$ cat src/rtl/vload_addr_seq.sv
module vload_addr_seq #(
  parameter int MAX_VL = 8,
  parameter int AW     = 64,
  parameter int IMM_W  = 16,
  parameter int SH_W   = 6,
  parameter int IW     = $clog2(MAX_VL + 1)
) (
  input  logic              clk,
  input  logic              rst_n,
  input  logic              start,
  input  logic [IW-1:0]     vl,
  input  logic [MAX_VL-1:0] src_mask,
  input  logic [MAX_VL-1:0] dst_mask,
  input  logic              base_vec,
  input  logic              dst_vec,
  input  logic              upd_en,
  input  logic              upd_vec,
  input  logic [1:0]        mode,
  input  logic [1:0]        op_size,
  input  logic [IMM_W-1:0]  imm,
  input  logic [SH_W-1:0]   shamt,
  output logic [IW-1:0]     rd_idx,
  input  logic [AW-1:0]     rd_data,
  output logic              req_valid,
  input  logic              req_ready,
  output logic [AW-1:0]     req_addr,
  output logic [IW-1:0]     req_dst,
  output logic              req_upd,
  output logic [IW-1:0]     req_upd_idx,
  output logic              done
);
  localparam logic [1:0] M_PLAIN = 2'd0;
  localparam logic [1:0] M_UNIT  = 2'd1;
  localparam logic [1:0] M_ELEM  = 2'd2;
  localparam logic [1:0] M_SHIFT = 2'd3;
  localparam logic [IW-1:0] VL_CAP = IW'(MAX_VL);

  logic              busy, stop;
  logic [IW-1:0]     vl_q, i_q, j_q, u_q;
  logic [MAX_VL-1:0] sm_q, dm_q;
  logic              bv_q, dv_q, ue_q, uv_q;
  logic [1:0]        mode_q, sz_q;
  logic [IMM_W-1:0]  imm_q;
  logic [SH_W-1:0]   sh_q;

  function automatic logic [IW-1:0] next_set(input logic [MAX_VL-1:0] m,
                                             input logic [IW-1:0] from);
    logic [IW-1:0] r;
    r = VL_CAP;
    for (int k = MAX_VL - 1; k >= 0; k--)
      if (m[k] && (IW'(k) >= from)) r = IW'(k);
    return r;
  endfunction

  logic          iv, term;
  logic [IW-1:0] ei, ej, eu;
  logic [AW-1:0] imm_x, ei_x, prod, offs;

  assign iv = bv_q | (mode_q != M_PLAIN);
  assign ei = iv   ? next_set(sm_q, i_q) : i_q;
  assign ej = dv_q ? next_set(dm_q, j_q) : j_q;
  assign eu = uv_q ? next_set(sm_q, u_q) : u_q;

  assign term = stop | (vl_q == '0) | (iv && ei >= vl_q) | (dv_q && ej >= vl_q)
              | (ue_q && uv_q && eu >= vl_q);

  assign req_valid   = busy & ~term;
  assign done        = busy & term;
  assign req_dst     = dv_q ? ej : '0;
  assign req_upd     = ue_q;
  assign req_upd_idx = uv_q ? eu : '0;
  assign rd_idx      = (bv_q && (mode_q == M_PLAIN || mode_q == M_SHIFT)) ? ei : '0;

  assign imm_x = {{(AW-IMM_W){imm_q[IMM_W-1]}}, imm_q};
  assign ei_x  = {{(AW-IW){1'b0}}, ei};
  assign prod  = ei_x * imm_x;

  always_comb begin
    case (mode_q)
      M_UNIT:  offs = imm_x + (ei_x << sz_q);
      M_ELEM:  offs = prod;
      M_SHIFT: offs = prod << sh_q;
      default: offs = imm_x;
    endcase
  end

  assign req_addr = rd_data + offs;

  always_ff @(posedge clk) begin
    if (!rst_n) begin
      busy <= 1'b0; stop <= 1'b0;
      vl_q <= '0; i_q <= '0; j_q <= '0; u_q <= '0;
      sm_q <= '0; dm_q <= '0;
      bv_q <= 1'b0; dv_q <= 1'b0; ue_q <= 1'b0; uv_q <= 1'b0;
      mode_q <= M_PLAIN; sz_q <= '0; imm_q <= '0; sh_q <= '0;
    end else if (!busy) begin
      if (start) begin
        busy   <= 1'b1;
        stop   <= 1'b0;
        vl_q   <= (vl > VL_CAP) ? VL_CAP : vl;
        i_q    <= '0; j_q <= '0; u_q <= '0;
        sm_q   <= src_mask; dm_q <= dst_mask;
        bv_q   <= base_vec; dv_q <= dst_vec;
        ue_q   <= upd_en;   uv_q <= upd_vec;
        mode_q <= mode;     sz_q <= op_size;
        imm_q  <= imm;      sh_q <= shamt;
      end
    end else if (term) begin
      busy <= 1'b0;
    end else if (req_ready) begin
      if (!dv_q) stop <= 1'b1;
      if (iv)    i_q  <= ei + IW'(1);
      j_q <= ej + IW'(1);
      if (uv_q)  u_q  <= eu + IW'(1);
    end
  end
endmodule


$ cat config.mk
export PLATFORM = sky130hd
export DESIGN_NAME = vload_addr_seq
export DESIGN_NICKNAME = d
export VERILOG_FILES = /design/src/rtl/vload_addr_seq.sv
export SDC_FILE = /design/constraint.sdc
export NUM_CORES = 1
export LEC_CHECK = 0
export BUFFER_PORTS_ARGS = -buffer_cell sky130_fd_sc_hd__buf_2
export CORE_MARGIN = 2
export CORE_UTILIZATION = 30
export CTS_CLUSTER_DIAMETER = 200
export DETAILED_ROUTE_END_ITERATION = 8
export RECOVER_POWER = 50
export SLEW_MARGIN = 20
export SYNTH_ARGS = -nofsm -noshare
export SYNTH_HDL_FRONTEND = slang
export SYNTH_SLANG_ARGS = --single-unit
$ cat constraint.sdc
create_clock -name clk -period 12.18 [get_ports clk]
set_clock_uncertainty 0.2 [all_clocks]
set_input_delay 2.436 -clock clk [delete_from_list [all_inputs] [get_ports clk]]
set_output_delay 2.436 -clock clk [all_outputs]
set_load 0.05 [all_outputs]
Yosys cells after proc, flatten, opt, wreduce, memory -nomap -nowiden:

Cells that the tools add are included.

* bits in registers: 64
* input bits: 118
* output and inout bits: 79
* logic and storage cells: 160

* add/subtract/negate cells: 5
* multipliers: 1
* $lt $le $gt $ge: 28
* eq/ne operators: 8
* shift operators: 2
* multiplexer cells: 52
* bitwise operators: 9
* reductions and logical operators: 39

Operator list (count)
* $pmux 64 s3: 1
* $mux 4: 43
* $add 64x64->64: 2
* $shl 4x2->64: 1
* $shl 64x6->64: 1
* $ge 3x4->1 const A: 12
* $logic_and 1x1->1: 29
* $ge 1x4->1 const A: 6
* $ge 2x4->1 const A: 6
* $mul 5x16->21: 1
* $add 4x1->4 const B: 3
* $ge 4x4->1: 3
* $reduce_and 4->1: 3
* $mux 1: 8
* $ne 2x2->1 const B: 3
* $or 1x1->1: 5
* $eq 2x2->1 const B: 2
* $gt 4x4->1 const B: 1
* $logic_not 4->1: 1
* $ne 2x1->1 const B: 2
* $reduce_bool 2->1: 2
* $reduce_and 3->1: 1
* $and 1x1->1: 2
* $eq 2x1->1 const B: 1
* 4 further kinds: 5

Longest topological paths before layout:

Gate-level depths: netlist (run 1).

* word-level depth: 18
* depth in mapped cells: 42
* gate-level depth less buffers: 38

Worst setup path after synthesis (run 1):

No wires, ideal clock.

* path type: register to output
* start point: register i_q[1]
* end point: output port req_addr[61]
* data arrival time: 8.841 ns
* required time: 9.544 ns
* path slack: 0.703 ns
* stages on the path, launching flop included: 38
* buffers on the path: 4
* cell sequence: dfxtp_1 > buf_2 > nand3_1 > a21oi_1 > o21ai_0 > o31ai_1 > clkbuf_1 > and2_1 > ha_1 > fa_1 > inv_1 > fa_1 > inv_1 > ha_1 > buf_6 > a21o_1 > or4_1 > a21oi_2 > (+2 left out) > mux4_2 > mux2_2 > o21ai_1 > o22a_1 > o22ai_1 > ha_1 > clkbuf_1 > nand2_1 > nor3_1 > nand3_1 > or2_2 > or3_1 > o211ai_1 > o21ai_0 > o211ai_1 > a21oi_1 > o21ai_0 > xor2_1

* cells in the longest elaborated chain, start to end: 15
* elaborated cells on any way between the ends: 31
* those cells by class: add/sub: 2; mul: 1; order compare: 8; shift: 2; mux: 10; reduce/logical: 8

Ends and longest elaborated chain
* start: declaration: RTL line 39 `logic [IW-1:0] vl_q, i_q, j_q, u_q;`
* start signal: assignment: RTL line 112 `if (iv) i_q <= ei + IW'(1);`
* $ge 3x4->1: RTL line 51 `if (m[k] && (IW'(k) >= from)) r = IW'(k);`
* $logic_and 1x1->1: RTL line 51
* $mux 4 (8 in series): RTL line 51
* $mux 4 (*): RTL line 60 `assign ei = iv ? next_set(sm_q, i_q) : i_q;`
* $mul 5x16->21 / $shl 4x2->64 (equally long branches): RTL line 76, 80
* $shl 64x6->64 / $add 64x64->64 (equally long branches): RTL line 82, 80
* $pmux 64 s3 (*): RTL line 79 `case (mode_q)`
* $add 64x64->64 (*): RTL line 87 `assign req_addr = rd_data + offs;`
* end: declaration: RTL line 26 `output logic [AW-1:0] req_addr,`

Mark *: on every way between the ends. The rest lies on a longest branch, timed or not.

Worst setup path in the final report (run 1):

* start point: register mode_q[0]
* end point: output port req_addr[57]

* cells in the longest elaborated chain, start to end: 7
* elaborated cells on any way between the ends: 12
* those cells by class: add/sub: 2; mul: 1; eq/ne: 3; shift: 2; mux: 2; bitwise: 1; reduce/logical: 1

Ends and longest elaborated chain
* start: declaration: RTL line 42 `logic [1:0] mode_q, sz_q;`
* start signal: assignment: RTL line 105 `mode_q <= mode; sz_q <= op_size;`
* $reduce_bool 2->1: RTL line 59 `assign iv = bv_q | (mode_q != M_PLAIN);`
* $or 1x1->1: RTL line 59
* $mux 4: RTL line 60
* $mul 5x16->21 / $shl 4x2->64 (equally long branches): RTL line 76, 80
* $shl 64x6->64 / $add 64x64->64 (equally long branches): RTL line 82, 80
* $pmux 64 s3 (*): RTL line 79
* $add 64x64->64 (*): RTL line 87

Marks and branches as above.

==> results of run 1 <==
## cells by family (layout without fill, tap and decap cells)
group | Yosys count | count (layout) | share of synthesized area, %
compound gates | 657 | 657 | 31.6
simple gates | 668 | 668 | 23.1
mux | 46 | 46 | 4.49
fa+ha+maj | 181 | 181 | 18.5
buf+inv | 261 | 439 | 7.35
xor+xnor | 85 | 85 | 5.51
flops | 64 | 64 | 9.39
## per-layer routing
layer	up-vias	track usage, %	routed length, um
met5	-	0	80
met4	12	6.39	1730
met3	126	3.23	4290
met2	733	34.1	23500
met1	7143	27.7	22000
li1	7356	-	-
## placed cells by master, fill, tap and decap left out, drive strengths merged, types with 21 or more instances in the layout
master	synthesis	final
dfxtp	64	64
o21ai	120	120
a31oi	26	26
clkbuf	97	22
ha	146	146
and2	57	57
a211oi	24	24
nor2	117	117
xnor2	59	59
or3	21	21
fa	35	35
nand3	56	56
mux2i	24	24
a21o	70	70
a21oi	188	188
buf	19	265
nand2	268	268
inv	144	145
xor2	26	26
o21a	27	27
a21boi	60	60
nor3	35	35
nor2b	22	22
## worst max-delay path, delay by kind of cell (launching register included)
family                   cells  cell delay (ns)
flip-flops                   1             0.35
AND/OR/NAND/NOR              6             0.79
adder cells (fa/ha/maj)      6             2.19
buffers and inverters        7             0.90
multiplexers                 2             1.03
XOR/XNOR                     1             0.13
AO/OA/AOI/OAI               17             3.56
## timing repair
item                                    in CTS  in global routing
endpoints found under the setup margin       6                 33
pin swaps                                    1                 22
resized for setup                           17                116
cloned                                       0                  2
setup buffers                                1                 17
endpoints found under the hold margin        0                  0
## path summary, 6_finish.rpt
path	slack [ns]	cells after the start	from	to
worst max-delay path	0.27	39	mode_q[0]	req_addr[57]
worst min register to register	0.27	2	dm_q[0]	dm_q[0]
worst min-delay path	0.27	2	dm_q[0]	dm_q[0]
worst max register to register	7.23	21	mode_q[0]	i_q[2]
## registers in the layout, indices dropped and copies added (netlist names)
register / flops
busy: 1
bv_q: 1
dm_q: 8
dv_q: 1
i_q: 4
imm_q: 16
j_q: 4
mode_q: 2
req_upd: 1
sh_q: 6
sm_q: 8
stop: 1
sz_q: 2
u_q: 4
uv_q: 1
vl_q: 4
## power by group through the flow
stage / registers, uW / clock network [uW] / logic [uW]
floorplan: 233 / 0 / 789
detailed placement: 240 / 0 / 1070
finish: 235 / 286 / 1130
global route: 236 / 298 / 1210
global placement: 239 / 0 / 1060
CTS: 235 / 288 / 1080
## through the flow
stage	cells	worst slack [ns]
after floorplan	1962	0.703
after global placement	2704	0.240
after detailed placement	2704	0.0532
after CTS	2721	0.0472
after global routing	2740	-0.152
final	2740	0.275
## cell type report
class / count / area share [%]
Multi-Input combinational cell: 1637 / 72.6
Timing Repair Buffer: 278 / 9.74
Sequential cell: 64 / 7.83
Tap cell: 600 / 4.56
Inverter: 145 / 3.31
Clock buffer: 9 / 1.37
Clock inverter: 7 / 0.578
==> flow_summary.ini, run 1 <==
[floorplanning]
ioPinCount = 197
fp-row-count = 78
core_region_area_mm2 = 0.0451
die_w_um = 217
die_h_um = 217
die-area_mm2 = 0.0472
start_util_pct = 30.3

[cts]
htreeDepth = 3
clk_latency_ns = 0.34
cts_root_buf = clkbuf_16
cts_tree = done
cts_hold_buf = 0
numClockSinks = 64
numCtsBuffers = 9
cts_buffer_depth = 2
path_clk_slew_ns = 0.06

[yosys]
postSynthAreaPerCell_um2 = 6.95
synthDistinctLibCells = 86
ys_seq_elements = 64
synth_common_cells = 268 x nand2_1, 185 x a21oi_1, 146 x ha_1
async_flop_share_pct = 0
synth_flop_cell = dfxtp_1
synth_nets = 2261
syn_inst = 1962
yosysWarnings = 0
synth_area_leader_cell = ha_1
synth_top_area_share_pct = 13.4
syn_area_mm2 = 0.0136
synth_edf_count = 0
synth.area.top_cells = ha_1 13%, dfxtp_1 9.4%, nand2_1 7.4%
seq_area_frac_synth_pct = 9.39
synth.most_common_cell = nand2_1

[setup_path]
slowest_stage = mux4_2
cp_max_fo = 6
required_ns = 9.54
cp-start-kind = flop
end_kind = output port
max_stage_delay_ns = 0.54
critPathKind = flop to output port
crit_arrival_ns = 9.27

[power]
clock_power_share_pct = 17.3
internal-power_uw = 757
switching_power_uw = 897
ir_worst_vdd_uv = 89.0
switching_share_pct = 54.2
pwr-share-seq_pct = 14.2
p_per_area_mw_per_mm2 = 101
comb_power_share_pct = 68.5
p_leak_uw = 0.00741
total_power_uw = 1650

[sta]
finalCritPeriodShare_pct = 97.7
fin_crit_ns = 11.91
slew_headroom_pct = -56.3
hold_viol = 0
finalSetupViolations = 0
worst_pin_slew_ns = 2.34
fmax_ghz = 0.0840
hold_slack_ns = 0.273
maxSlewViolCount = 65
tns_ns = 0

[placement]
place_area_mm2 = 0.0154
hpwl_mm = 40.8
routabilityCongestion = 0.994
io_buffer_count = 196

[global_route]
grt_pass1_vias = 14500
grt_max_degree = 65
grt_pass1_wl_mm = 78.9
grt_overflow = 0
antenna_found_initial = 6
grtUsageTotal_pct = 20.7

[layout]
area_growth_pct = 20.6
nFillCells = 4838
diodes = 0
seqCellArea_mm2 = 0.00129
fin_util_pct = 36.5
drive_gt1_share_pct = 20.2
multi_input_area_mm2 = 0.0119
nNetsFinal = 2434
finish.instance_area_mm2 = 0.0165

[routing]
antenna_left = 0
routedWlPerCell_um = 18.8
drc = 0
via_per_inst = 5.61
wl_mm = 51.6
drt_iter0_markers = 1693
firstDrtPassIters = 6
vias = 15400

[flow_run]
cap_violations = 1

[status]
outcome = complete, but fails checks
violations = capacitance limit, slew limit

[hold_path]
hold_path_class = flop to flop
No activity file was read; power rests on OpenSTA's default activity.
==> run 2, diff against run 1 <==
--- a/config.mk
+++ b/config.mk
@@ -10,6 +10,7 @@
 export CORE_UTILIZATION = 30
 export CTS_CLUSTER_DIAMETER = 200
 export DETAILED_ROUTE_END_ITERATION = 8
+export PLACE_DENSITY = 0.49
 export RECOVER_POWER = 50
 export SLEW_MARGIN = 20
 export SYNTH_ARGS = -nofsm -noshare
==> run 2 against run 1 <==
Compared with the run above:
- the flow still finishes with violations (capacitance limit, slew limit)
- power rose by 1.4%
- core utilization decreased by 0.091 points
- die area unchanged
- critical path depth shrank 1
- sequential power hardly changed
- highest routed layer unchanged
==> flow_summary.ini, run 2 (synthesis results as in run 1) <==
[status]
outcome = complete, but fails checks
violations = capacitance limit, slew limit

[setup_path]
required_ns = 9.54
r2r_cells = 20
crit_top_cell = buf_4
max_stage_delay_ns = 0.58
cp_max_fo = 7
end_kind = output port
critPathKind = flop to output port
slowest_stage = mux4_2
cp-start-kind = flop
crit_arrival_ns = 9.21

[floorplanning]
die_h_um = 217
die_w_um = 217
die-area_mm2 = 0.0472
fp-row-count = 78
start_util_pct = 30.3
core_region_area_mm2 = 0.0451
ioPinCount = 197

[routing]
drt_iter0_markers = 1372
via_per_inst = 5.46
wl_mm = 52.9
firstDrtPassIters = 6
drc = 0
routedWlPerCell_um = 19.2
antenna_left = 0
vias = 15000

[cts]
numCtsBuffers = 9
cts_tree = done
path_clk_slew_ns = 0.06
cts_hold_buf = 0
clk_latency_ns = 0.36
numClockSinks = 64
cts_root_buf = clkbuf_16
htreeDepth = 3
cts_buffer_depth = 2

[sta]
setup_ws_ns = 0.339
worst_pin_slew_ns = 2.52
hold_slack_ns = 0.273
fin_crit_ns = 11.84
tns_ns = 0
slew_headroom_pct = -67.7
maxSlewViolCount = 65
hold_viol = 0
finalSetupViolations = 0
finalCritPeriodShare_pct = 97.2
fmax_ghz = 0.0845

[layout]
finish.instance_area_mm2 = 0.0164
multi_input_area_mm2 = 0.0118
area_growth_pct = 20.3
layout_common_cells = 266 x nand2_1, 180 x buf_2, 175 x a21oi_1, 141 x inv_1, 136 x ha_1
mostFrequentLayoutCell = nand2_1
nNetsFinal = 2445
seqCellArea_mm2 = 0.00129
largest-register = imm_q
nFillCells = 4888
largest_register_ffs = 16
reg_top3 = imm_q: 16 flops, dm_q: 8 flops, sm_q: 8 flops
fin_util_pct = 36.4
drive_gt1_share_pct = 20.0

[power]
p_leak_uw = 0.00749
ir_worst_vdd_uv = 124
p_per_area_mw_per_mm2 = 102

[placement]
pre_cts_slack_ns = -0.0841
io_buffer_count = 196
hpwl_mm = 42.1
place_area_mm2 = 0.0155
routabilityCongestion = 0.979

[hold_path]
hold_path_class = flop to flop
hold_depth = 2

[global_route]
grt_pass1_wl_mm = 81.8
antenna_found_initial = 6
grt_max_degree = 65
grt_pass1_vias = 14400
grt_overflow = 0
grtUsageTotal_pct = 21.8

[flow_run]
cap_violations = 1
run 2: cell count changes in the layout (fill, tap and decap cells not counted), moves of 4 or more:
cell / before / now
a21oi_2: 14 / 10
o21ai_1: 11 / 15
ha_1: 131 / 136
buf_4: 79 / 91
ha_4: 6 / 0
run 2: metal layers:
| metal | track usage (%) | wire length (um) | vias to the layer above |
|---|---|---|---|
| met2 | 36.0 | 23900 | 569 |
| met3 | 2.77 | 3370 | 85 |
| met4 | 6.21 | 1460 | 8 |
| met1 | 29.5 | 24100 | 6977 |
| met5 | 0 | 56 | - |
| li1 | - | - | 7388 |
run 2: per-stage QoR:
stage / power, uW / std cells
after floorplan: 1020 / 1962
after global placement: 1320 / 2715
after detailed placement: 1320 / 2715
after CTS: 1650 / 2731
after global routing: 1770 / 2751
final: 1680 / 2753
run 2: path summary, 6_finish.rpt:
path | slack [ns] | end | startpoint
max | 0.34 | req_addr[57] | mode_q[0]
max reg2reg | 7.02 | i_q[2] | u_q[2]
min reg2reg | 0.27 | dm_q[0] | dm_q[0]
min | 0.27 | dm_q[0] | dm_q[0]
run 2: final cells by class:
| class | count | share of cell area (%) |
|---|---|---|
| Antenna cell | 2 | 0.0305 |
| Clock buffer | 9 | 1.37 |
| Clock inverter | 7 | 0.762 |
| Inverter | 145 | 3.32 |
| Multi-Input combinational cell | 1637 | 71.7 |
| Sequential cell | 64 | 7.85 |
| Tap cell | 600 | 4.57 |
| Timing Repair Buffer | 289 | 10.3 |
run 2: power breakdown:
group          internal (uW)  leakage (uW)  switching [uW]  total, uW
Sequential               220      0.000527            14.8        235
Clock                    202      0.000171             113        315
Combinational            355       0.00679             772       1130
Total                    778       0.00749             900       1680
run 2: worst max-delay path: cells and delay by family (launching register included):
kind / cells / cell delay [ns]
flip-flops: 1 / 0.35
AO/OA/AOI/OAI: 14 / 2.85
buffers and inverters: 8 / 1.03
multiplexers: 2 / 1.07
XOR/XNOR: 1 / 0.13
adder cells (fa/ha/maj): 6 / 2.29
AND/OR/NAND/NOR: 7 / 1.09
run 2: repair_timing:
action                     4_1_cts  5_1_grt
cloned                           0        3
setup endpoints to repair       16       33
gates resized for setup         21       92
pin swaps                        1       19
setup buffers                    0       17
==> run 3, diff against run 2 <==
--- a/config.mk
+++ b/config.mk
@@ -7,10 +7,10 @@
 export LEC_CHECK = 0
 export BUFFER_PORTS_ARGS = -buffer_cell sky130_fd_sc_hd__buf_2
 export CORE_MARGIN = 2
-export CORE_UTILIZATION = 30
+export CORE_UTILIZATION = 40
 export CTS_CLUSTER_DIAMETER = 200
 export DETAILED_ROUTE_END_ITERATION = 8
-export PLACE_DENSITY = 0.49
+export PLACE_DENSITY = 0.61
 export RECOVER_POWER = 50
 export SLEW_MARGIN = 20
 export SYNTH_ARGS = -nofsm -noshare
==> run 3 against run 2 <==
Compared with the run above:
- the flow still finishes with violations (capacitance limit, slew limit)
- register-to-register slack better by 0.03 ns
- first-iteration DRC count is 16% lower
- design area shrank 2.2%
- global-route usage increased by 6.0 points
- via count rose by 1.4%
- worst setup slack improved by 0.047 ns
- critical path type unchanged
- critical endpoint is now req_addr[61]
==> flow_summary.ini, run 3 (synthesis results as in run 1) <==
[status]
outcome = complete, but fails checks
violations = capacitance limit, slew limit

[sta]
slew_headroom_pct = -54.1
finalCritPeriodShare_pct = 96.8
finalSetupViolations = 0
fmax_ghz = 0.0848
worst_pin_slew_ns = 2.31
fin_crit_ns = 11.79
maxSlewViolCount = 65
hold_viol = 0
tns_ns = 0

[layout]
nFillCells = 3446
layout_common_cells = 266 x nand2_1, 180 x a21oi_1, 178 x buf_2, 141 x inv_1, 133 x ha_1
seqCellArea_mm2 = 0.00128
largest-register = imm_q
multi_input_area_mm2 = 0.0118
drive_gt1_share_pct = 18.7
finish.instance_area_mm2 = 0.0160
nNetsFinal = 2420
area_growth_pct = 17.6
largest_register_ffs = 16
reg_top3 = imm_q: 16 flops, dm_q: 8 flops, sm_q: 8 flops
mostFrequentLayoutCell = nand2_1

[routing]
antenna_left = 0
routedWlPerCell_um = 19.9
vias = 15200
drc = 0
wl_mm = 51.2
firstDrtPassIters = 6
drt_iter0_markers = 1157
via_per_inst = 5.92

[setup_path]
max_stage_delay_ns = 0.54
cp-start-kind = flop
critPathKind = flop to output port
crit_arrival_ns = 9.16
crit_top_cell = ha_1
required_ns = 9.54
end_kind = output port
cp_max_fo = 5
slowest_stage = fa_1

[power]
ir_worst_vdd_uv = 91.7
p_per_area_mw_per_mm2 = 102
total_power_uw = 1640
p_leak_uw = 0.00733

[cts]
clk_latency_ns = 0.35
cts_tree = done
cts_root_buf = clkbuf_16
path_clk_slew_ns = 0.05
htreeDepth = 3
numCtsBuffers = 9
cts_buffer_depth = 2
cts_hold_buf = 0
numClockSinks = 64

[global_route]
grt_pass1_vias = 14500
busiest_layer = met2
met1_usage_pct = 35.0
grt_max_degree = 65
gr-usage-met3_pct = 3.28
grt_overflow = 0
grtUsageTotal_pct = 27.8
grt_pass1_wl_mm = 79.4
gr-usage-met2_pct = 47.9
antenna_found_initial = 3

[hold_path]
hold_path_class = flop to flop

[floorplanning]
start_util_pct = 40.7
die_w_um = 189
core_region_area_mm2 = 0.0335
ioPinCount = 197
die_h_um = 189
fp-row-count = 67
die-area_mm2 = 0.0356

[flow_run]
cap_violations = 1

[placement]
hpwl_mm = 41.0
place_area_mm2 = 0.0151
routabilityCongestion = 0.996
io_buffer_count = 196
-- run 3: cell types whose count changed in the layout (fill, tap and decap cells not counted), sizes merged --
cell,delta
bufinv,-1
diode,-1
inv,-3
buf,-27
clkdlybuf4s15,+1
clkbuf,+5
-- run 3: cell type report --
| cell class | instances | area share [%] |
|---|---|---|
| Multi-Input combinational cell | 1637 | 73.6 |
| Timing Repair Buffer | 264 | 9.49 |
| Sequential cell | 64 | 8.00 |
| Tap cell | 448 | 3.49 |
| Inverter | 145 | 3.39 |
| Clock buffer | 13 | 1.56 |
| Clock inverter | 3 | 0.406 |
| Antenna cell | 1 | 0.0156 |
-- run 3: worst paths after layout --
kind             start      endpoint  slack, ns  cells past startpoint
max          mode_q[0]  req_addr[61]       0.39                     36
min            dm_q[0]       dm_q[0]       0.28                      2
max reg2reg  mode_q[0]        u_q[2]       7.05                     20
min reg2reg    dm_q[0]       dm_q[0]       0.28                      2
-- run 3: report_power, final --
part           switching [uW]  internal (uW)  leakage (uW)
clock                    98.9            185      0.000154
sequential               16.1            220      0.000525
combinational             765            352       0.00665
total                     880            757       0.00733
-- run 3: worst max-delay path: cells and delay by family, from the launching register on --
family | cells | cell delay [ns]
xor+xnor | 1 | 0.16
mux | 1 | 0.53
simple gates | 8 | 1.96
fa+ha+maj | 6 | 2.23
buf+inv | 7 | 0.99
compound gates | 13 | 2.56
flops | 1 | 0.38
-- run 3: per-layer routing --
metal  wire length (um)  share of wire [%]
met2              24300                 48
met1              21400                 42
met5                 20              0.039
met3               3230                6.3
met4               2180                4.3
-- run 3: timing repair --
action                                  CTS  global route
cloned                                    0             1
pin swaps                                 0            23
resized for setup                         6           100
setup buffers                             0            15
hold endpoints to repair                  0             0
endpoints found under the setup margin    6            30
-- run 3: through the flow --
step                hold slack, ns  worst slack (ns)  instances  utilization, %
finish                       0.275             0.386       2575            47.8
global route                 0.307           -0.0691       2575            47.8
CTS                          0.273            0.0459       2557            46.1
detailed placement           0.265             0.212       2541            45.1
global placement             0.262             0.389       2541            45.1
floorplan                    0.239             0.703       1962               -
